--- src/rtl/sc_alu_pkg.sv ---
`timescale 1ns/1ps
package sc_alu_pkg;

   // Function class: chooses which unit drives the result
   typedef enum logic [1:0] {
      CLS_SHIFT = 2'b00,
      CLS_SLT   = 2'b01,
      CLS_ARITH = 2'b10,
      CLS_LOGIC = 2'b11
   } alu_class_e;

   // Logic-unit function
   typedef enum logic [1:0] {
      LG_AND = 2'b00,
      LG_OR  = 2'b01,
      LG_XOR = 2'b10,
      LG_NOR = 2'b11
   } logic_op_e;

   // Shift kind (low two bits of the shifter control)
   typedef enum logic [1:0] {
      SH_LEFT0 = 2'b00,
      SH_LEFT1 = 2'b01,
      SH_RLOG  = 2'b10,
      SH_RARI  = 2'b11
   } shift_kind_e;

   // Adder implementation variants
   localparam int ADD_PLAIN  = 0;
   localparam int ADD_PREFIX = 1;

   // Position of the amount-source bit in the shifter control
   localparam int SHC_SRC_BIT = 2;

endpackage

--- src/rtl/sc_alu_addsub.sv ---
`timescale 1ns/1ps
module sc_alu_addsub
   import sc_alu_pkg::*;
#(
   parameter int WIDTH      = 32,
   parameter int ADDER_KIND = ADD_PREFIX
) (
   input  logic [WIDTH-1:0] a,
   input  logic [WIDTH-1:0] b,
   input  logic             sub,
   output logic [WIDTH-1:0] sum,
   output logic             ovf
);

   localparam int LV = $clog2(WIDTH);

   logic [WIDTH-1:0] bx;
   logic             cin;

   // Subtraction: invert the second operand and inject a carry of one
   assign bx  = sub ? ~b : b;
   assign cin = sub;

   generate
      if (ADDER_KIND == ADD_PLAIN) begin : g_plain
         logic [WIDTH:0] wide;
         assign wide = {1'b0, a} + {1'b0, bx} + {{WIDTH{1'b0}}, cin};
         assign sum  = wide[WIDTH-1:0];
         assign ovf  = (a[WIDTH-1] == bx[WIDTH-1]) && (wide[WIDTH-1] != a[WIDTH-1]);
      end else if (ADDER_KIND == ADD_PREFIX) begin : g_prefix
         logic [WIDTH-1:0] gv [0:LV];
         logic [WIDTH-1:0] pv [0:LV];
         logic [WIDTH-1:0] hsum;
         logic [WIDTH-1:0] cout_v;
         logic [WIDTH-1:0] cin_v;

         assign gv[0] = a & bx;
         assign pv[0] = a ^ bx;
         assign hsum  = a ^ bx;

         // Log-depth prefix network: each level merges spans D apart
         for (genvar lvl = 0; lvl < LV; lvl++) begin : g_lvl
            localparam int D = 1 << lvl;
            logic [WIDTH-1:0] low_ones;
            assign low_ones    = {WIDTH{1'b1}} >> (WIDTH - D);
            assign gv[lvl+1]   = gv[lvl] | (pv[lvl] & (gv[lvl] << D));
            assign pv[lvl+1]   = pv[lvl] & ((pv[lvl] << D) | low_ones);
         end

         // Carry out of each position, folding in the carry-in
         assign cout_v = gv[LV] | (pv[LV] & {WIDTH{cin}});
         assign cin_v  = {cout_v[WIDTH-2:0], cin};
         assign sum    = hsum ^ cin_v;
         assign ovf    = cout_v[WIDTH-1] ^ cout_v[WIDTH-2];
      end else begin : g_bad
         $error("sc_alu_addsub: unknown ADDER_KIND %0d", ADDER_KIND);
      end
   endgenerate

endmodule

--- src/rtl/sc_alu_logic.sv ---
`timescale 1ns/1ps
module sc_alu_logic
   import sc_alu_pkg::*;
#(
   parameter int WIDTH = 32
) (
   input  logic [WIDTH-1:0] a,
   input  logic [WIDTH-1:0] b,
   input  logic [1:0]       sel,
   output logic [WIDTH-1:0] y
);

   always_comb begin
      unique case (logic_op_e'(sel))
         LG_AND:  y = a & b;
         LG_OR:   y = a | b;
         LG_XOR:  y = a ^ b;
         LG_NOR:  y = ~(a | b);
         default: y = '0;
      endcase
   end

endmodule

--- src/rtl/sc_alu_shifter.sv ---
`timescale 1ns/1ps
module sc_alu_shifter
   import sc_alu_pkg::*;
#(
   parameter int WIDTH = 32,
   localparam int SHW  = $clog2(WIDTH)
) (
   input  logic [WIDTH-1:0] din,
   input  logic [SHW-1:0]   amt,
   input  logic [1:0]       kind,
   output logic [WIDTH-1:0] dout
);

   logic             go_right;
   logic             fill;
   logic [WIDTH-1:0] stg [0:SHW];

   assign go_right = kind[1];
   // Arithmetic right: vacated high positions copy the sign bit
   assign fill     = (shift_kind_e'(kind) == SH_RARI) && din[WIDTH-1];
   assign stg[0]   = din;

   // One stage per amount bit; stage s moves by 2**s positions
   generate
      for (genvar s = 0; s < SHW; s++) begin : g_stage
         localparam int D = 1 << s;
         logic [WIDTH-1:0] hi_mask;
         logic [WIDTH-1:0] lft;
         logic [WIDTH-1:0] rgt;
         assign hi_mask  = ~({WIDTH{1'b1}} >> D);
         assign lft      = stg[s] << D;
         assign rgt      = (stg[s] >> D) | (fill ? hi_mask : '0);
         assign stg[s+1] = amt[s] ? (go_right ? rgt : lft) : stg[s];
      end
   endgenerate

   assign dout = stg[SHW];

endmodule

--- src/rtl/sc_alu.sv ---
`timescale 1ns/1ps
module sc_alu
   import sc_alu_pkg::*;
#(
   parameter int WIDTH      = 32,
   parameter int ADDER_KIND = ADD_PREFIX,
   localparam int SHW       = $clog2(WIDTH)
) (
   input  logic [WIDTH-1:0] op_a,
   input  logic [WIDTH-1:0] op_b,
   input  logic [SHW-1:0]   shamt,
   input  logic [1:0]       fn_class,
   input  logic             sub_sel,
   input  logic [2:0]       shift_ctl,
   input  logic [1:0]       logic_sel,
   output logic [WIDTH-1:0] result
);

   // Elaboration-time parameter checks
   generate
      if (WIDTH < 4 || (WIDTH & (WIDTH - 1)) != 0) begin : g_bad_width
         $error("sc_alu: WIDTH must be a power of two and at least 4");
      end
      if (ADDER_KIND != ADD_PLAIN && ADDER_KIND != ADD_PREFIX) begin : g_bad_kind
         $error("sc_alu: ADDER_KIND out of range");
      end
   endgenerate

   logic [WIDTH-1:0] sum_w;
   logic             ovf_w;
   logic             do_sub;
   logic [WIDTH-1:0] logic_w;
   logic [WIDTH-1:0] shift_w;
   logic [SHW-1:0]   amt_w;
   logic [WIDTH-1:0] slt_w;

   // Set-less-than always subtracts, whatever the add/subtract bit says
   assign do_sub = sub_sel || (alu_class_e'(fn_class) == CLS_SLT);

   sc_alu_addsub #(
      .WIDTH      (WIDTH),
      .ADDER_KIND (ADDER_KIND)
   ) u_addsub (
      .a   (op_a),
      .b   (op_b),
      .sub (do_sub),
      .sum (sum_w),
      .ovf (ovf_w)
   );

   sc_alu_logic #(
      .WIDTH (WIDTH)
   ) u_logic (
      .a   (op_a),
      .b   (op_b),
      .sel (logic_sel),
      .y   (logic_w)
   );

   // Amount source: instruction field or low bits of operand A
   assign amt_w = shift_ctl[SHC_SRC_BIT] ? op_a[SHW-1:0] : shamt;

   sc_alu_shifter #(
      .WIDTH (WIDTH)
   ) u_shift (
      .din  (op_b),
      .amt  (amt_w),
      .kind (shift_ctl[1:0]),
      .dout (shift_w)
   );

   // Sign of the true difference: sum sign corrected by overflow
   assign slt_w = {{(WIDTH-1){1'b0}}, sum_w[WIDTH-1] ^ ovf_w};

   always_comb begin
      unique case (alu_class_e'(fn_class))
         CLS_SHIFT: result = shift_w;
         CLS_SLT:   result = slt_w;
         CLS_ARITH: result = sum_w;
         CLS_LOGIC: result = logic_w;
         default:   result = '0;
      endcase
   end

endmodule

--- config.mk ---
export PLATFORM = sky130hd
export DESIGN_NAME = sc_alu
export DESIGN_NICKNAME = d
export VERILOG_FILES = /design/src/rtl/sc_alu_pkg.sv /design/src/rtl/sc_alu_addsub.sv /design/src/rtl/sc_alu_logic.sv /design/src/rtl/sc_alu_shifter.sv /design/src/rtl/sc_alu.sv
export SDC_FILE = /design/constraint.sdc
export NUM_CORES = 1
export LEC_CHECK = 0
export BUFFER_PORTS_ARGS = -buffer_cell sky130_fd_sc_hd__buf_4
export CAP_MARGIN = 20
export CORE_ASPECT_RATIO = 1.1
export CORE_MARGIN = 1.5
export CORE_UTILIZATION = 56
export DETAILED_ROUTE_END_ITERATION = 8
export PLACE_DENSITY_LB_ADDON = 0.08
export SLEW_MARGIN = 15
export SYNTH_ARGS = -nofsm -noshare
export SYNTH_HDL_FRONTEND = slang
export SYNTH_SLANG_ARGS = --single-unit
--- constraint.sdc ---
create_clock -name vclk -period 8.1
set_input_delay 1.62 -clock vclk [all_inputs]
set_output_delay 1.62 -clock vclk [all_outputs]
set_load 0.05 [all_outputs]
==> reports/results.ini <==
[timing]
fmax_mhz = 136.8
rsz0062_at_grt = false
fin_crit_ns = 7.312
fin_ws_ns = 0.7882
hold_slack_ns = 3.829
worst_pin_slew_ns = 1.045
hold_violations = 0
slew_headroom_pct = 30.10
slew_violations = 0
setup_violations = 0
finalSetupTns_ns = 0
period_share_pct = 90.27

[die]
dieWidth_um = 117.1
ios = 109
core_um2 = 13910
rows = 45
dieArea_um2 = 15050
start_util_pct = 57.68
fp.dieH_um = 128.5

[yosys]
yosys-top-cells-area = ha_1, mux2i_1, nand2_1, o21ai_0, a21oi_1
synth_xor_area_share_pct = 6.005
synthCells = 1224
synthAdderAreaFrac_pct = 14.97
synth_top_family_by_area = compound AO/OA/AOI/OAI gates
synth_common_cells = nand2_1, o21ai_0, nor2_1, a21oi_1, ha_1
yosysMostFrequentCell = nand2_1
synth_fp_nets = 1397
synth-compound-area-share_pct = 37.40
syn_avg_cell_area_um2 = 6.553
yosys_warnings = 0
netlist_area_um2 = 8021
yosysSeqAreaShare_pct = 0
synth_mux_area_share_pct = 12.53
synth-simple-area-share_pct = 18.94
yosys.area.top_type = ha_1
synthDistinctLibCells = 84
synthDominantCellAreaShare_pct = 14.97

[finish]
drive_above_1_share_pct = 14.99
clockBufferCount = 0
area_delta_synth_final_pct = 9.390
n_sequential_cell = 0
fin_cells = 1450
register_area_um2 = 0
nets = 1436

[detailed_routing]
routed_via_density = 6.980
first_iter_violations = 1398
final_antenna_net_count = 0
first_pass_iters = 6
wl_per_cell_um = 24.75
route.detailed.drc = 0
wirelength_um = 35890
route.vias.total = 10120

[worst_hold_path]
hold_path_class = input port to primary output

[setup_path]
critical_path_class = input port to primary output
worstPathMaxFanout = 29
cp-end-kind = primary output
cp-start-kind = input port
worst_ep_required_time_ns = 6.48
worstPathArrival_ns = 5.69

[grt]
grt_pass1_vias = 9121
track_usage_pct = 47.34
grt_max_degree = 68
gr-total-overflow = 0
antenna_found_initial = 1
grt_pass1_wl_um = 53470

[placement]
pre_cts_slack_ns = 0.8408
placed_cells = 1449
dp_hpwl_um = 27260
portBuffers = 109
place.gp.congestion = 1.093

[cts]
cts_resized = 0
cts_setup_buffers = 0
hold_buffers = 0

[status]
status = completed

[job]
drv_cap = 0

## worst max-delay path, stage by stage
cell and delay [ns]:
buf_4 0.30, nor2b_1 0.50, nor2_4 0.23, xnor2_1 0.18, ha_1 0.45, nand4_1 0.17, nor3_1 0.22, o2111ai_1 0.18
and3_4 0.22, o31ai_4 0.29, o31a_2 0.26, nand4_2 0.14, a31oi_2 0.23, o21ai_2 0.10, a211oi_1 0.23, a311o_1 0.15
buf_4 0.19
## per-layer routing
metal	track usage, %	vias to the layer above	part of all wire [%]
li1	-	4546	-
met1	59.26	4625	36
met2	70.69	747	42
met3	13.24	203	13
met4	30.83	0	8.9
met5	0	-	0
## final cells by class
cell class                 instances  area [µm²]
fill                            1311        5132
timing repair buffer             127       965.9
multi-input combinational       1040        7218
inverter                          94       352.8
tap                              188       235.2
antenna                            1       2.502
## final timing paths
kind               startpoint    endpoint  slack [ns]  depth (start not counted)
setup / recovery  fn_class[0]  result[31]        0.79                         17
hold / removal    fn_class[1]  result[17]        3.83                          4
## stage by stage
stage / utilization [%] / cell area [µm²]
final: 63.09 / 8775
after floorplan: - / 8021
after global placement: 63.08 / 8772
after global routing: 63.08 / 8772
after detailed placement: 63.08 / 8772
after CTS: 63.08 / 8772
## cell usage in the layout, fill, tap and decap left out, types with 7 or more instances in the layout
cell type,synthesis,routed
nor2b_1,10,10
a221oi_1,8,8
xnor2_1,47,47
mux2i_1,60,59
mux2_2,14,14
a21oi_1,100,100
a211o_1,7,7
xor2_1,8,8
a21o_1,14,14
nand3_1,18,18
nor2_1,106,105
or2_2,7,7
o221ai_1,10,10
buf_4,6,126
o311ai_0,10,10
nor3_1,20,20
o21ai_0,109,109
a22oi_1,8,8
nand2_1,150,150
a31oi_1,12,12
o31ai_1,7,7
a211oi_1,22,22
o21a_1,12,12
o211ai_1,41,41
o22ai_1,26,26
ha_1,96,96
o21ai_1,12,12
inv_1,94,94
and3_1,9,9
## cell families after synthesis
group           after synthesis
mux                          86
xor+xnor                     55
buf+inv                     184
simple gates                349
compound gates              454
fa+ha+maj                    96
